[config.mk]
export PLATFORM = sky130hd
export DESIGN_NAME = vbus_path_ctrl
export DESIGN_NICKNAME = d
export VERILOG_FILES = /design/src/rtl/vbus_pkg.sv /design/src/rtl/ms_down_counter.sv /design/src/rtl/vbus_window.sv /design/src/rtl/vbus_filter.sv /design/src/rtl/vbus_path_ctrl.sv
export SDC_FILE = /design/constraint.sdc
export NUM_CORES = 1
export LEC_CHECK = 0
export BUFFER_PORTS_ARGS = -buffer_cell sky130_fd_sc_hd__buf_2
export CAP_MARGIN = 20
export CELL_PAD_IN_SITES_DETAIL_PLACEMENT = 1
export CELL_PAD_IN_SITES_GLOBAL_PLACEMENT = 2
export CORE_MARGIN = 1
export CORE_UTILIZATION = 42
export CTS_BUF_LIST = sky130_fd_sc_hd__clkbuf_8 sky130_fd_sc_hd__clkbuf_16
export DETAILED_ROUTE_END_ITERATION = 12
export GPL_TIMING_DRIVEN = 0
export PLACE_DENSITY = 0.95
export SYNTH_ARGS = -nofsm -noshare
export SYNTH_HDL_FRONTEND = slang
export SYNTH_SLANG_ARGS = --single-unit
[constraint.sdc]
create_clock -name clk -period 7.4 [get_ports clk]
set_input_delay 0.37 -clock clk [delete_from_list [all_inputs] [get_ports clk]]
set_output_delay 0.37 -clock clk [all_outputs]
set_load 0.05 [all_outputs]
[src/rtl/vbus_pkg.sv]
package vbus_pkg;
  typedef enum logic [1:0] {PP_OFF = 2'd0, PP_ON = 2'd1, PP_RECOV = 2'd2} pp_state_e;

  localparam logic [1:0] CONN_IDLE = 2'd0;

  function automatic int unsigned upper_limit(int unsigned tgt, int unsigned trim);
    return (tgt * (105 + trim)) / 100;
  endfunction

  function automatic int unsigned lower_limit(int unsigned tgt, int unsigned trim);
    return (tgt * (95 - trim)) / 100;
  endfunction
endpackage

[src/rtl/ms_down_counter.sv]
module ms_down_counter #(
  parameter int W = 9
) (
  input  logic         clk,
  input  logic         rst_n,
  input  logic         load,
  input  logic [W-1:0] load_val,
  input  logic         tick,
  output logic         busy
);
  logic [W-1:0] cnt;

  always_ff @(posedge clk or negedge rst_n) begin
    if (!rst_n)                   cnt <= '0;
    else if (load)                cnt <= load_val;
    else if (tick && cnt != '0)   cnt <= cnt - 1'b1;
  end

  assign busy = (cnt != '0);
endmodule

[src/rtl/vbus_window.sv]
module vbus_window import vbus_pkg::*; #(
  parameter int CODE_W = 10,
  parameter int TRIM_W = 4
) (
  input  logic              clk,
  input  logic              rst_n,
  input  logic [CODE_W-1:0] target_code,
  input  logic [TRIM_W-1:0] hi_trim,
  input  logic [TRIM_W-1:0] lo_trim,
  input  logic              range_chk_en,
  input  logic [CODE_W-1:0] vbus_uvlo_code,
  input  logic [CODE_W-1:0] vbus_code,
  output logic              in_range
);
  localparam int THR_W = CODE_W + 1;

  logic [THR_W-1:0] thr_hi, thr_lo;
  logic [THR_W-1:0] code_x;

  always_ff @(posedge clk or negedge rst_n) begin
    if (!rst_n) begin
      thr_hi <= '0;
      thr_lo <= '0;
    end else begin
      thr_hi <= THR_W'(upper_limit(32'(target_code), 32'(hi_trim)));
      thr_lo <= THR_W'(lower_limit(32'(target_code), 32'(lo_trim)));
    end
  end

  assign code_x = {1'b0, vbus_code};

  always_comb begin
    if (range_chk_en) in_range = (code_x >= thr_lo) && (code_x <= thr_hi);
    else              in_range = (vbus_code > vbus_uvlo_code);
  end
endmodule

[src/rtl/vbus_filter.sv]
module vbus_filter (
  input  logic clk,
  input  logic rst_n,
  input  logic clear,
  input  logic upd,
  input  logic in_range,
  output logic ok,
  output logic bad_one
);
  always_ff @(posedge clk or negedge rst_n) begin
    if (!rst_n) begin
      ok      <= 1'b0;
      bad_one <= 1'b0;
    end else if (clear) begin
      ok      <= 1'b0;
      bad_one <= 1'b0;
    end else if (upd) begin
      if (in_range) begin
        ok      <= 1'b1;
        bad_one <= 1'b0;
      end else begin
        if (bad_one) ok <= 1'b0;
        bad_one <= 1'b1;
      end
    end
  end
endmodule

[src/rtl/vbus_path_ctrl.sv]
module vbus_path_ctrl import vbus_pkg::*; #(
  parameter int CODE_W = 10,
  parameter int TRIM_W = 4,
  parameter int MS_W   = 9
) (
  input  logic              clk,
  input  logic              rst_n,
  input  logic              ms_tick,
  input  logic [1:0]        conn_state,
  input  logic              vdd_uv_flag,
  input  logic              vdd_ov_flag,
  input  logic              vdd_uv_chk,
  input  logic              vdd_ov_chk,
  input  logic              sample_valid,
  input  logic [CODE_W-1:0] vbus_code,
  input  logic [CODE_W-1:0] target_code,
  input  logic [TRIM_W-1:0] hi_trim,
  input  logic [TRIM_W-1:0] lo_trim,
  input  logic              range_chk_en,
  input  logic [CODE_W-1:0] vbus_uvlo_code,
  input  logic              dischg_en,
  input  logic [MS_W-1:0]   xition_ms,
  input  logic [MS_W-1:0]   dischg_ms,
  output logic              path_en_n,
  output logic              dischg_on,
  output logic              err_req,
  output logic              vbus_ok,
  output logic              blanking
);
  logic [CODE_W-1:0] target_q;
  logic              tgt_chg, blank_low;
  logic              in_range, bad_one;
  logic              attached, vdd_good, filt_upd;
  logic              dis_load, dis_busy;
  pp_state_e         state, state_nx;

  assign attached = (conn_state != CONN_IDLE);
  assign vdd_good = !(vdd_uv_chk && vdd_uv_flag) && !(vdd_ov_chk && vdd_ov_flag);
  assign tgt_chg  = (target_code != target_q);
  assign filt_upd = sample_valid && !blanking && !tgt_chg;

  always_ff @(posedge clk or negedge rst_n) begin
    if (!rst_n) begin
      target_q  <= '0;
      blank_low <= 1'b0;
    end else begin
      target_q <= target_code;
      if (tgt_chg) blank_low <= dischg_en && (target_code < target_q);
    end
  end

  vbus_window #(.CODE_W(CODE_W), .TRIM_W(TRIM_W)) u_window (
    .clk(clk), .rst_n(rst_n), .target_code(target_code), .hi_trim(hi_trim),
    .lo_trim(lo_trim), .range_chk_en(range_chk_en), .vbus_uvlo_code(vbus_uvlo_code),
    .vbus_code(vbus_code), .in_range(in_range)
  );

  vbus_filter u_filter (
    .clk(clk), .rst_n(rst_n), .clear(!attached), .upd(filt_upd),
    .in_range(in_range), .ok(vbus_ok), .bad_one(bad_one)
  );

  ms_down_counter #(.W(MS_W)) u_blank (
    .clk(clk), .rst_n(rst_n), .load(tgt_chg), .load_val(xition_ms),
    .tick(ms_tick), .busy(blanking)
  );

  ms_down_counter #(.W(MS_W)) u_dis (
    .clk(clk), .rst_n(rst_n), .load(dis_load && dischg_en), .load_val(dischg_ms),
    .tick(ms_tick), .busy(dis_busy)
  );

  assign dis_load = (state == PP_ON) && (!attached || !vbus_ok);

  always_comb begin
    state_nx = state;
    unique case (state)
      PP_OFF:   if (attached && vdd_good && vbus_ok && !blanking && !tgt_chg) state_nx = PP_ON;
      PP_ON:    if (!attached) state_nx = PP_OFF;
                else if (!vbus_ok) state_nx = PP_RECOV;
      PP_RECOV: if (!attached) state_nx = PP_OFF;
      default:  state_nx = PP_OFF;
    endcase
  end

  always_ff @(posedge clk or negedge rst_n) begin
    if (!rst_n) state <= PP_OFF;
    else        state <= state_nx;
  end

  assign path_en_n = (state != PP_ON);
  assign err_req   = (state == PP_RECOV);
  assign dischg_on = dis_busy || (blanking && blank_low);
endmodule

==> results of run 1 <==
state kept, by name, indices dropped and copies added (netlist names), 2 cells and up:
name / cells
u_blank.cnt: 9
state: 2
u_window.thr_lo: 11
target_q: 10
u_dis.cnt: 9
u_window.thr_hi: 11
worst max-delay path: cells and delay by family:
| kind | cells | cell delay [ns] |
|---|---|---|
| compound gates | 18 | 5.21 |
| xor+xnor | 3 | 0.71 |
| simple gates | 6 | 1.71 |
| buf+inv | 8 | 1.04 |
| fa+ha+maj | 6 | 2.43 |
| mux | 2 | 0.49 |
stage by stage:
step	TNS (ns)	util (%)
after floorplan	-25.26	-
after global placement	-44.57	49.6
after detailed placement	-46.89	49.6
after CTS	-28.00	58.7
after global routing	-45.22	63.8
final	-42.64	63.8
what timing repair did:
item	CTS	global route
resized for setup	261	175
buffers inserted	157	79
gates cloned	1	1
setup endpoints to repair	17	17
hold endpoints to repair	0	0
pin swaps	157	129
layer usage:
metal	vias to the layer above	wire [um]
li1	6321	-
met1	7581	23400
met2	847	32500
met5	-	12
met3	370	3720
met4	2	4820
final timing paths:
kind	start	endpoint	slack, ns	depth (start not counted)
setup reg to reg	u_window.thr_lo[1]$_DFF_PN0_	u_filter.ok$_DFFE_PN0P_	3.94	18
max in group asynchronous	rst_n	u_window.thr_hi[1]$_DFF_PN0_	6.75	2
min in group clk	target_code[1]	target_q[1]$_DFF_PN0_	0.21	1
hold reg to reg	blank_low$_DFFE_PN0N_	blank_low$_DFFE_PN0N_	0.52	2
hold / removal	rst_n	target_q[1]$_DFF_PN0_	0.004	1
setup / recovery	hi_trim[1]	u_window.thr_hi[0]$_DFF_PN0_	-4.39	43
layout make-up:
cell class / count / area [um^2]
Antenna cell: 1 / 2.50
Buffer: 32 / 297
Clock buffer: 5 / 125
Clock inverter: 3 / 23.8
Fill cell: 3270 / 10700
Inverter: 165 / 644
Multi-Input combinational cell: 1301 / 13500
Sequential cell: 55 / 1380
Tap cell: 390 / 488
Timing Repair Buffer: 307 / 2440
cell usage in the layout (no fill, tap or decap), types with 10 or more instances in the layout:
master      n
o21ai_2    15
nor3_2     12
buf_12     10
o211ai_1   19
fa_1       60
dfrtp_1    55
buf_6      39
inv_2      15
nor2_1     91
a21oi_4    20
nor2b_1    31
ha_4       21
o21ai_0    46
o21a_1     16
o21ai_1    17
ha_1      124
nor3_1     25
a21oi_2    19
and2_1     33
nand4_1    13
xor2_1     14
nand2_1    82
o21ai_4    10
inv_1     142
or3_1      11
buf_4     213
buf_2      59
nand3_1    41
nor2_4     17
a211oi_2   13
nand2b_1   20
and2_4     11
xnor2_1    38
a21o_1     24
xnor2_4    11
a21oi_1    55
kinds of logic (layout without fill, tap and decap cells):
| family | Yosys count | after routing | share of synthesized area, % |
|---|---|---|---|
| simple gates | 502 | 502 | 20.8 |
| compound gates | 474 | 474 | 27.9 |
| fa+ha+maj | 221 | 221 | 25.9 |
| buf+inv | 206 | 512 | 6.62 |
| xor+xnor | 85 | 86 | 6.29 |
| flops | 55 | 55 | 10.9 |
| mux | 18 | 18 | 1.50 |
| other cells | 0 | 1 | 0 |
==> results.sh, run 1 <==
export IMPL_synth_top_area_share_pct=14.8
export IMPL_numCtsBuffers=5
export IMPL_worst_slew_pin_slew_ns=1.30
export IMPL_grtUsageMet3_pct=3.29
export IMPL_grt_util_met2_pct=61.8
export IMPL_max_stage_delay_ns=0.57
export IMPL_setup_viol=17
export IMPL_crit_path_max_fanout=6
export IMPL_cts_buffer_depth=2
export IMPL_required_ns=7.60
export IMPL_drt_iter0_drc=1193
export IMPL_io_pins=73
export IMPL_crit_slowest_cell="fa_1"
export IMPL_grt_max_degree=37
export IMPL_synth_main_ff_cell="dfrtp_1"
export IMPL_clock_sinks=55
export IMPL_synthesis_area_um2=12600
export IMPL_die_h_um=175
export IMPL_die_w_um=175
export IMPL_place_hpwl_mm=30.7
export IMPL_gr_max_usage_layer="met2"
export IMPL_rsz0062_at_grt="yes"
export IMPL_hold_class="in -> async"
export IMPL_wl_mm=64.4
export IMPL_antenna_found_initial=2
export IMPL_grt_pass1_wl_mm=81.2
export IMPL_insertion_delay_ns=0.33
export IMPL_cts_hold_buf=0
export IMPL_grt_pass1_vias=15000
export IMPL_clock_root_buffer="clkbuf_16"
export IMPL_violations="setup timing"
export IMPL_syn_nets=1846
export IMPL_critPathArrivalTime_ns=11.99
export IMPL_io_buffers=69
export IMPL_status="finished with violations"
export IMPL_synth_area_top_cells="ha_1, dfrtp_1, fa_1, inv_1, xnor2_1"
export IMPL_stdcell_count=2259
export IMPL_vias=15100
export IMPL_layout_drive_gt1_share_pct=41.6
export IMPL_finalInstanceArea_um2=18900
export IMPL_grt_overflow=0
export IMPL_placed_cells=2021
export IMPL_period_share_pct=159
export IMPL_hold_viol=0
export IMPL_firstDrtPassIters=5
export IMPL_maxCapViolCount=0
export IMPL_seq_area_frac_synth_pct=10.9
export IMPL_yosys_area_top_type="ha_1"
export IMPL_max_freq_ghz=0.0848
export IMPL_cts_htree_levels=2
export IMPL_drc=0
export IMPL_rows=63
export IMPL_timing_final_crit_period_ns=11.79
export IMPL_placed_area_um2=14700
export IMPL_ys_ff_latch=55
export IMPL_cts_tree="done"
export IMPL_synth_cell_types=123
export IMPL_vias_per_cell=6.69
export IMPL_synth_commonest_cells="inv_1, ha_1, nor2_1"
export IMPL_synth_edf_count=0
export IMPL_syn_avg_cell_area_um2=8.07
export IMPL_path_class="in -> reg"
export IMPL_wl_per_cell_um=28.5
export IMPL_synthCells=1561
export IMPL_fp_dieArea_um2=30700
export IMPL_hold_slack_ns=0.00391
export IMPL_worstSetupStartpointType="input pin"
export IMPL_ant_nets=0
export IMPL_dp_slack_ns=-4.87
export IMPL_gp_congestion=0.871
export IMPL_fin_ws_ns=-4.39
export IMPL_fin_skew_ns=0.0105
export IMPL_fin_nets=2152
export IMPL_yosysMostFrequentCell="inv_1"
export IMPL_clk_pin_slew_ns=0.09
export IMPL_globalRouteMet1Util_pct=37.7
export IMPL_area_growth_pct=49.9
export IMPL_synth_async_reset_ratio_pct=100
export IMPL_relSlewSlack_pct=12.8
export IMPL_start_util_pct=42.6
export IMPL_core_area_um2=29600
export IMPL_endpoint_kind="flip-flop"
export IMPL_slew_violations=0
export IMPL_synth_warnings=0
export IMPL_grt_usage_pct=33.1
Power of run 1 is not shown: default switching activity piles up to over one toggle a cycle in this logic, so the estimate is an artifact.
==> inputs of run 2 (changes only) <==
--- a/config.mk
+++ b/config.mk
@@ -18,3 +18,4 @@
 export SYNTH_ARGS = -nofsm -noshare
 export SYNTH_HDL_FRONTEND = slang
 export SYNTH_SLANG_ARGS = --single-unit
+export TNS_END_PERCENT = 10
==> results.sh, run 2 (synthesized netlist as in run 1, its figures left out) <==
export IMPL_hold_class="in -> async"
export IMPL_rows=63
export IMPL_path_class="in -> reg"
export IMPL_grt_pass1_wl_mm=76.1
export IMPL_worstSetupStartpointType="input pin"
export IMPL_io_buffers=69
export IMPL_cp_depth=47
export IMPL_max_freq_ghz=0.0878
export IMPL_fin_nets=2058
export IMPL_cts_buffer_depth=2
export IMPL_cp_num_buf_inv=10
export IMPL_clock_sinks=55
export IMPL_insertion_delay_ns=0.32
export IMPL_relSlewSlack_pct=24.8
export IMPL_vias_per_cell=6.20
export IMPL_area_growth_pct=34.5
export IMPL_grt_max_degree=33
export IMPL_period_share_pct=154
export IMPL_rr_endpoint="u_filter.ok$_DFFE_PN0P_"
export IMPL_r2r_start="u_window.thr_lo[1]$_DFF_PN0_"
export IMPL_cts_hold_buf=0
export IMPL_firstDrtPassIters=5
export IMPL_critPathArrivalTime_ns=11.60
export IMPL_required_ns=7.60
export IMPL_grt_pass1_vias=14700
export IMPL_setup_viol=16
export IMPL_crit_slowest_cell="or4_4"
export IMPL_fp_dieArea_um2=30700
export IMPL_core_area_um2=29600
export IMPL_timing_final_crit_period_ns=11.40
export IMPL_hold_viol=0
export IMPL_endpoint_kind="flip-flop"
export IMPL_antenna_found_initial=0
export IMPL_insertedDiodeCount=0
export IMPL_gp_congestion=0.876
export IMPL_place_hpwl_mm=30.2
export IMPL_ant_nets=0
export IMPL_grt_overflow=0
export IMPL_fin_ws_ns=-4.00
export IMPL_vias=13400
export IMPL_start_util_pct=42.6
export IMPL_slew_violations=0
export IMPL_cts_htree_levels=2
export IMPL_die_w_um=175
export IMPL_wl_mm=46.8
export IMPL_clk_pin_slew_ns=0.08
export IMPL_numCtsBuffers=5
export IMPL_maxCapViolCount=0
export IMPL_rsz0062_at_grt="yes"
export IMPL_cp_top_family="compound AO/OA/AOI/OAI gates"
export IMPL_num_fill_cells=3428
export IMPL_final_common_cell="inv_1"
export IMPL_cts_tree="done"
export IMPL_drc=0
export IMPL_multi_input_area_um2=12500
export IMPL_fin_skew_ns=0.00808
export IMPL_drt_iter0_drc=799
export IMPL_largestRegisters="u_window.thr_hi: 11 flops, u_window.thr_lo: 11 flops, target_q: 10 flops"
export IMPL_clock_root_buffer="clkbuf_16"
export IMPL_mostFrequentLayoutCells="inv_1, buf_4, ha_1"
export IMPL_layout_drive_gt1_share_pct=31.6
export IMPL_hold_slack_ns=0.169
export IMPL_worst_slew_pin_slew_ns=1.12
export IMPL_status="finished with violations"
export IMPL_seq_area_um2=1380
export IMPL_die_h_um=175
export IMPL_max_stage_delay_ns=0.55
export IMPL_violations="setup timing"
export IMPL_grt_usage_pct=30.3
export IMPL_reg2reg_slack_ns=4.78
export IMPL_worst_r2r_cell_count=18
export IMPL_crit_path_max_fanout=9
export IMPL_io_pins=73
export IMPL_wl_per_cell_um=21.6
[run 2: worst max path at each step]
stage                    from                      endpoint
6_report       target_code[5]  u_window.thr_lo[0]$_DFF_PN0_
5_1_grt        target_code[5]  u_window.thr_lo[0]$_DFF_PN0_
4_1_cts        target_code[5]  u_window.thr_lo[0]$_DFF_PN0_
3_5_place_dp       hi_trim[0]  u_window.thr_hi[0]$_DFF_PN0_
3_3_place_gp       hi_trim[0]  u_window.thr_hi[0]$_DFF_PN0_
2_1_floorplan      lo_trim[3]  u_window.thr_lo[0]$_DFF_PN0_
[run 2: repair_timing]
item,CTS,global route
resized for setup,271,8
setup buffers,134,0
endpoints found under the setup margin,17,17
cloned,2,0
pin swaps,138,1
[run 2: final cells by class]
class / instances / share of cell area [%]
multi-input cells: 1302 / 73.7
repair buffers: 207 / 8.77
flip-flops and latches: 55 / 8.13
inverters: 165 / 3.76
well taps: 390 / 2.88
plain buffers: 37 / 1.90
clock buffers: 5 / 0.739
clock inverters: 3 / 0.133
[run 2: stage by stage]
stage / std cells / cell area, um^2 / worst slack [ns] / util [%] / TNS [ns]
global route: 2164 / 16900 / -4.30 / 57.3 / -41.87
floorplan: 1561 / 13400 / -3.27 / - / -28.04
finish: 2164 / 16900 / -4.00 / 57.3 / -36.66
detailed placement: 2021 / 14200 / -5.24 / 48.1 / -54.03
CTS: 2161 / 16900 / -3.36 / 57.0 / -29.29
global placement: 2020 / 14200 / -5.00 / 48.0 / -51.25
[run 2: routing by layer]
layer,GRT usage [%],share of wire (%),up-vias
met5,0,0,-
met4,10.5,3.5,0
met1,36.8,42,6755
li1,-,-,6114
met3,3.09,3.6,151
met2,55.2,50,387
Power of run 2 is left out for the same reason.
